===== src/rtl/ipi_pkg.sv =====
package ipi_pkg;

  localparam int ID_W  = 8;
  localparam int VEC_W = 8;
  localparam int ERR_W = 8;
  localparam int NUM_REGS = 3;

  // register map, index order used by the decoder hit vector
  localparam int IDX_ERR = 0;
  localparam int IDX_LO  = 1;
  localparam int IDX_HI  = 2;
  localparam logic [11:0] REG_MAP [NUM_REGS] = '{12'h280, 12'h300, 12'h310};

  // command word field positions
  localparam int KIND_LSB  = 8;
  localparam int BUSY_BIT  = 12;
  localparam int LEVEL_BIT = 14;
  localparam int TRIG_BIT  = 15;
  localparam int SH_LSB    = 18;

  // error word flag positions
  localparam int ERR_CS  = 0;
  localparam int ERR_ACC = 2;
  localparam int ERR_VEC = 5;
  localparam int ERR_REG = 7;

  typedef enum logic [2:0] {
    KIND_FIXED  = 3'b000,
    KIND_LOWEST = 3'b001,
    KIND_SMI    = 3'b010,
    KIND_NMI    = 3'b100,
    KIND_INIT   = 3'b101,
    KIND_START  = 3'b110
  } kind_e;

  typedef enum logic [1:0] {
    SH_NONE   = 2'b00,
    SH_SELF   = 2'b01,
    SH_ALL    = 2'b10,
    SH_OTHERS = 2'b11
  } short_e;

  typedef struct packed {
    logic [1:0]       shorthand;
    logic             trig_lvl;
    logic             level;
    logic [2:0]       kind;
    logic [VEC_W-1:0] vector;
  } cmd_t;

  typedef struct packed {
    logic [ID_W-1:0]  dest;
    logic             id_match;
    logic             to_self;
    logic             to_others;
    logic             sync_bcast;
    logic             level;
    logic             trig_lvl;
    logic [2:0]       kind;
    logic [VEC_W-1:0] vector;
  } msg_t;

endpackage


===== src/rtl/ipi_reg_decode.sv =====
module ipi_reg_decode
  import ipi_pkg::*;
#(
  parameter int ADDR_W = 12
) (
  input  logic                bus_sel,
  input  logic [ADDR_W-1:0]   bus_addr,
  output logic [NUM_REGS-1:0] hit,
  output logic                bad_addr
);

  for (genvar i = 0; i < NUM_REGS; i++) begin : g_hit
    assign hit[i] = bus_sel && (bus_addr == ADDR_W'(REG_MAP[i]));
  end

  assign bad_addr = bus_sel && !(|hit);

endmodule


===== src/rtl/ipi_msg_former.sv =====
module ipi_msg_former
  import ipi_pkg::*;
#(
  parameter int MIN_VEC = 16
) (
  input  cmd_t            cmd,
  input  logic [ID_W-1:0] dest_id,
  input  logic [ID_W-1:0] self_id,
  output msg_t            msg,
  output logic            vec_ok
);

  logic needs_vec;

  always_comb begin
    msg            = '0;
    msg.vector     = cmd.vector;
    msg.kind       = cmd.kind;
    msg.level      = cmd.level;
    msg.trig_lvl   = cmd.trig_lvl;

    // startup is always an asserted edge
    if (cmd.kind == KIND_START) begin
      msg.trig_lvl = 1'b0;
      msg.level    = 1'b1;
    end

    case (cmd.shorthand)
      SH_NONE: begin
        msg.dest     = dest_id;
        msg.id_match = 1'b1;
      end
      SH_SELF: begin
        msg.dest    = self_id;
        msg.to_self = 1'b1;
      end
      SH_ALL: begin
        msg.dest      = '1;
        msg.to_self   = 1'b1;
        msg.to_others = 1'b1;
      end
      default: begin
        msg.dest      = '1;
        msg.to_others = 1'b1;
      end
    endcase

    msg.sync_bcast = (cmd.kind == KIND_INIT) && !cmd.level &&
                     (cmd.shorthand == SH_ALL);
  end

  assign needs_vec = (cmd.kind == KIND_FIXED) || (cmd.kind == KIND_LOWEST);
  assign vec_ok    = !(needs_vec && (cmd.vector < VEC_W'(MIN_VEC)));

endmodule


===== src/rtl/ipi_send_ctrl.sv =====
module ipi_send_ctrl
  import ipi_pkg::*;
(
  input  logic clk,
  input  logic rst_n,
  input  logic launch,
  input  msg_t msg_in,
  input  logic out_ready,
  output logic out_valid,
  output msg_t msg_q,
  output logic accept
);

  always_ff @(posedge clk) begin
    if (!rst_n) begin
      out_valid <= 1'b0;
      msg_q     <= '0;
    end else if (!out_valid) begin
      if (launch) begin
        out_valid <= 1'b1;
        msg_q     <= msg_in;
      end
    end else if (out_ready) begin
      out_valid <= 1'b0;
    end
  end

  assign accept = out_valid && out_ready;

endmodule


===== src/rtl/ipi_err_status.sv =====
module ipi_err_status
  import ipi_pkg::*;
(
  input  logic             clk,
  input  logic             rst_n,
  input  logic [ERR_W-1:0] set_bits,
  input  logic             flush,
  output logic [ERR_W-1:0] copy_q
);

  logic [ERR_W-1:0] acc_q;

  always_ff @(posedge clk) begin
    if (!rst_n) begin
      acc_q  <= '0;
      copy_q <= '0;
    end else if (flush) begin
      copy_q <= acc_q;
      acc_q  <= set_bits;
    end else begin
      acc_q <= acc_q | set_bits;
    end
  end

endmodule


===== src/rtl/ipi_cmd_unit.sv =====
module ipi_cmd_unit
  import ipi_pkg::*;
#(
  parameter int ADDR_W  = 12,
  parameter int DATA_W  = 32,
  parameter int MIN_VEC = 16
) (
  input  logic              clk,
  input  logic              rst_n,
  input  logic              bus_sel,
  input  logic              bus_we,
  input  logic [ADDR_W-1:0] bus_addr,
  input  logic [DATA_W-1:0] bus_wdata,
  output logic [DATA_W-1:0] bus_rdata,
  input  logic [ID_W-1:0]   self_id,
  output logic              out_valid,
  input  logic              out_ready,
  output logic [VEC_W-1:0]  out_vector,
  output logic [2:0]        out_kind,
  output logic              out_level,
  output logic              out_trig_lvl,
  output logic [ID_W-1:0]   out_dest,
  output logic              out_id_match,
  output logic              out_to_self,
  output logic              out_to_others,
  output logic              out_sync_bcast,
  input  logic              out_cs_err,
  input  logic              out_acc_err
);

  localparam int ID_LSB = DATA_W - ID_W;

  logic [NUM_REGS-1:0] hit;
  logic                bad_addr;
  logic [ID_W-1:0]     hi_id_q;
  cmd_t                cmd_q, cmd_next;
  msg_t                msg_new, msg_q;
  logic                vec_ok, cmd_wr, launch, accept;
  logic [ERR_W-1:0]    err_set, err_copy;
  logic                wdata_unused;

  ipi_reg_decode #(.ADDR_W(ADDR_W)) u_dec (
    .bus_sel  (bus_sel),
    .bus_addr (bus_addr),
    .hit      (hit),
    .bad_addr (bad_addr)
  );

  // field extraction of a command write
  always_comb begin
    cmd_next           = '0;
    cmd_next.vector    = bus_wdata[VEC_W-1:0];
    cmd_next.kind      = bus_wdata[KIND_LSB +: 3];
    cmd_next.level     = bus_wdata[LEVEL_BIT];
    cmd_next.trig_lvl  = bus_wdata[TRIG_BIT];
    cmd_next.shorthand = bus_wdata[SH_LSB +: 2];
  end
  assign wdata_unused = ^bus_wdata;

  assign cmd_wr = hit[IDX_LO] && bus_we && !out_valid;
  assign launch = cmd_wr && vec_ok;

  always_ff @(posedge clk) begin
    if (!rst_n) begin
      hi_id_q <= '0;
      cmd_q   <= '0;
    end else begin
      if (hit[IDX_HI] && bus_we) hi_id_q <= bus_wdata[DATA_W-1:ID_LSB];
      if (cmd_wr)                cmd_q   <= cmd_next;
    end
  end

  ipi_msg_former #(.MIN_VEC(MIN_VEC)) u_form (
    .cmd     (cmd_next),
    .dest_id (hi_id_q),
    .self_id (self_id),
    .msg     (msg_new),
    .vec_ok  (vec_ok)
  );

  ipi_send_ctrl u_send (
    .clk       (clk),
    .rst_n     (rst_n),
    .launch    (launch),
    .msg_in    (msg_new),
    .out_ready (out_ready),
    .out_valid (out_valid),
    .msg_q     (msg_q),
    .accept    (accept)
  );

  always_comb begin
    err_set          = '0;
    err_set[ERR_CS]  = accept && out_cs_err;
    err_set[ERR_ACC] = accept && out_acc_err;
    err_set[ERR_VEC] = cmd_wr && !vec_ok;
    err_set[ERR_REG] = bad_addr;
  end

  ipi_err_status u_err (
    .clk      (clk),
    .rst_n    (rst_n),
    .set_bits (err_set),
    .flush    (hit[IDX_ERR] && bus_we),
    .copy_q   (err_copy)
  );

  assign out_vector     = msg_q.vector;
  assign out_kind       = msg_q.kind;
  assign out_level      = msg_q.level;
  assign out_trig_lvl   = msg_q.trig_lvl;
  assign out_dest       = msg_q.dest;
  assign out_id_match   = msg_q.id_match;
  assign out_to_self    = msg_q.to_self;
  assign out_to_others  = msg_q.to_others;
  assign out_sync_bcast = msg_q.sync_bcast;

  // read mux; remote-read status bits stay 00
  always_comb begin
    bus_rdata = '0;
    if (hit[IDX_LO]) begin
      bus_rdata[VEC_W-1:0]      = cmd_q.vector;
      bus_rdata[KIND_LSB +: 3]  = cmd_q.kind;
      bus_rdata[BUSY_BIT]       = out_valid;
      bus_rdata[LEVEL_BIT]      = cmd_q.level;
      bus_rdata[TRIG_BIT]       = cmd_q.trig_lvl;
      bus_rdata[SH_LSB +: 2]    = cmd_q.shorthand;
    end else if (hit[IDX_HI]) begin
      bus_rdata[DATA_W-1:ID_LSB] = hi_id_q;
    end else if (hit[IDX_ERR]) begin
      bus_rdata[ERR_W-1:0] = err_copy;
    end
  end

endmodule


===== config.mk =====
export PLATFORM = sky130hd
export DESIGN_NAME = ipi_cmd_unit
export DESIGN_NICKNAME = d
export VERILOG_FILES = /design/src/rtl/ipi_pkg.sv /design/src/rtl/ipi_reg_decode.sv /design/src/rtl/ipi_msg_former.sv /design/src/rtl/ipi_send_ctrl.sv /design/src/rtl/ipi_err_status.sv /design/src/rtl/ipi_cmd_unit.sv
export SDC_FILE = /design/constraint.sdc
export NUM_CORES = 1
export LEC_CHECK = 0
export ABC_AREA = 0
export BUFFER_PORTS_ARGS = -buffer_cell sky130_fd_sc_hd__buf_2
export CAP_MARGIN = 40
export CORE_MARGIN = 1.5
export CORE_UTILIZATION = 30
export DETAILED_ROUTE_END_ITERATION = 7
export PLACE_DENSITY = 0.65
export SKIP_CTS_REPAIR_TIMING = 1
export SLEW_MARGIN = 20
export SYNTH_ARGS = -nofsm -noshare
export SYNTH_HDL_FRONTEND = slang
export SYNTH_SLANG_ARGS = --single-unit
export TNS_END_PERCENT = 10

===== constraint.sdc =====
create_clock -name clk -period 2.65 [get_ports clk]
set_input_delay 0.3975 -clock clk [delete_from_list [all_inputs] [get_ports clk]]
set_output_delay 0.3975 -clock clk [all_outputs]
set_load 0.005 [all_outputs]

==> flow_summary.json <==
{
  "slew_headroom_pct": 61.6,
  "grt_usage_pct": 15.0,
  "ios": 117,
  "netlist_area_sq_mm": 0.00273,
  "die_area_sq_mm": 0.00969,
  "cts_tree": "yes",
  "gr-total-overflow": 0,
  "end_kind": "output port",
  "whs_ps": 324,
  "clock-root-buffer": "clkbuf_8",
  "fin_crit_ps": 2170,
  "post_layout_nonfiller_instances": 531,
  "fmax_ghz": 0.460,
  "place_congestion": 0.748,
  "hold_class": "in2reg",
  "avgRoutedWirePerCell_microns": 13.6,
  "synth_area_per_cell_sq_um": 8.33,
  "ys_ff_latch": 57,
  "ys_warn_count": 0,
  "start_util_pct": 31.2,
  "drt_pass1_iterations": 4,
  "hold_viol_final": 0,
  "viasPerCell": 4.83,
  "ys_seq_area_share_pct": 41.7,
  "syn_inst": 328,
  "ys_types": 39,
  "io_buffers": 99,
  "clockBufferDepth": 2,
  "fin_util_pct": 39.6,
  "die_w_microns": 98.5,
  "rsz0062_at_grt": "false",
  "ant_nets": 0,
  "fp-row-count": 34,
  "area_growth_pct": 26.9,
  "finalWirelength_microns": 7220,
  "irDropWorstVdd_v": 0.000258,
  "post-place-ws_ps": 441,
  "grt_pass1_wl_microns": 11500,
  "setup_ws_ps": 477,
  "maxCapViolations": 0,
  "clk_pin_slew_ps": 60,
  "drc": 0,
  "tightestPinTransition_ps": 576,
  "fin_area_sq_mm": 0.00347,
  "tns_ps": 0,
  "required_ps": 2250,
  "grt_antenna_before_repair": 0,
  "worstPathArrival_ps": 1780,
  "setup_viol": 0,
  "vias": 2566,
  "clk_latency_ps": 320,
  "dp.cells": 516,
  "numCtsBuffers": 9,
  "leakage_nw": 1.51,
  "dieHeight_microns": 98.5,
  "startpoint_type": "input port",
  "fin_worst_skew_ps": 3.94,
  "drtIter0Drc": 66,
  "clock_sinks": 57,
  "grt_start_max_net_pins": 50,
  "finalPower_mw": 1.75,
  "grt_pass1_vias": 2434,
  "drive_gt1_share_pct": 29.8,
  "period_share_pct": 82.0,
  "h-tree-depth": 3,
  "nNetsFinal": 482,
  "num_antenna_cells": 0,
  "drv_slew": 0,
  "dpl_cell_area_sq_mm": 0.00328,
  "dp_hpwl_microns": 5210,
  "pwr_density_cell_mw_per_mm2": 505,
  "core_sq_mm": 0.00876,
  "path_class": "in2out",
  "status": "finished clean",
  "crit_fanout": 8
}
layout by cell type (no fill, tap or decap), types with 10 or more instances in the layout:
| master | instances |
|---|---|
| o21ai_0 | 23 |
| mux2i_1 | 10 |
| a21boi_0 | 25 |
| nand3_1 | 16 |
| nand4_1 | 15 |
| buf_2 | 99 |
| clkbuf_8 | 10 |
| dfxtp_1 | 57 |
| nand2_1 | 71 |
| and2_1 | 21 |
power by group:
| part | switching, mW | internal, mW | total (mW) |
|---|---|---|---|
| Clock | 0.327 | 0.444 | 0.771 |
| Sequential | 0.000549 | 0.858 | 0.858 |
| Combinational | 0.0689 | 0.0517 | 0.121 |
| Total | 0.396 | 1.35 | 1.75 |
per-layer routing:
metal	part of all wire [%]	GRT usage (%)	vias to the layer above
li1	-	-	1304
met1	46	17.9	1185
met2	47	25.1	71
met3	6.1	5.89	6
met4	0.83	4.23	0
met5	0	0	-
final timing paths:
check,startpoint,end,slack [ps],cells past startpoint
setup / recovery,bus_addr[6],bus_rdata[30],480,6
setup reg to reg,u_send.out_valid,u_send.msg_q[7],860,5
hold reg to reg,u_send.msg_q[20],u_send.msg_q[20],450,2
hold / removal,bus_wdata[0],u_send.msg_q[0],320,3
Yosys cell counts, drive strengths merged:
| library cell | count | area (sq um) |
|---|---|---|
| a21boi | 25 | 188 |
| a21oi | 1 | 16.3 |
| a22o | 4 | 35.0 |
| a22oi | 8 | 60.1 |
| a32oi | 2 | 17.5 |
| and2 | 21 | 131 |
| and3b | 1 | 8.76 |
| and4 | 3 | 26.3 |
| and4bb | 1 | 12.5 |
| buf | 15 | 103 |
| clkbuf | 17 | 65.1 |
| conb | 1 | 3.75 |
| dfxtp | 57 | 1140 |
| ha | 3 | 37.5 |
| inv | 3 | 11.3 |
| mux2i | 10 | 100 |
| nand2 | 71 | 267 |
| nand2b | 1 | 6.26 |
| nand3 | 16 | 80.1 |
| nand3b | 1 | 7.51 |
| nand4 | 16 | 106 |
| nor2 | 4 | 15.0 |
| nor2b | 8 | 50.1 |
| nor3 | 1 | 5.00 |
| nor3b | 2 | 20.0 |
| nor4 | 2 | 12.5 |
| nor4b | 3 | 41.3 |
| nor4bb | 1 | 10.0 |
| o21a | 2 | 15.0 |
| o21ai | 27 | 135 |
| or2 | 1 | 6.26 |
critical path: stages:
cell and delay (ps):
buf_2 110, nor4b_4 400, nand4_1 210, nor2_1 350, and2_1 200, buf_2 110
sequential cells by signal (all words and copies together) (netlist names):
signal            cells
hi_id_q               8
u_send.msg_q         25
u_send.out_valid      1
u_err.acc_q           4
u_err.copy_q          4
cmd_q                15
layout make-up:
cell class	instances	area (sq um)
Fill cell	922	5300
Multi-Input combinational cell	243	1440
Sequential cell	57	1140
Timing Repair Buffer	106	558
Clock buffer	10	138
Tap cell	108	135
Clock inverter	4	45.0
Inverter	3	11.3
cell families (layout without fill, tap and decap cells):
kind of cell | Yosys count | count (layout) | synth area share, %
AOI/OAI and AO/OA | 69 | 69 | 17.1
adders and majority gates | 3 | 3 | 1.37
buffers and inverters | 35 | 123 | 6.54
DFF | 57 | 57 | 41.7
muxes | 10 | 10 | 3.66
other | 1 | 8 | 0.137
and+or+nand+nor | 153 | 153 | 29.5
(Power assumes the default switching activity.)
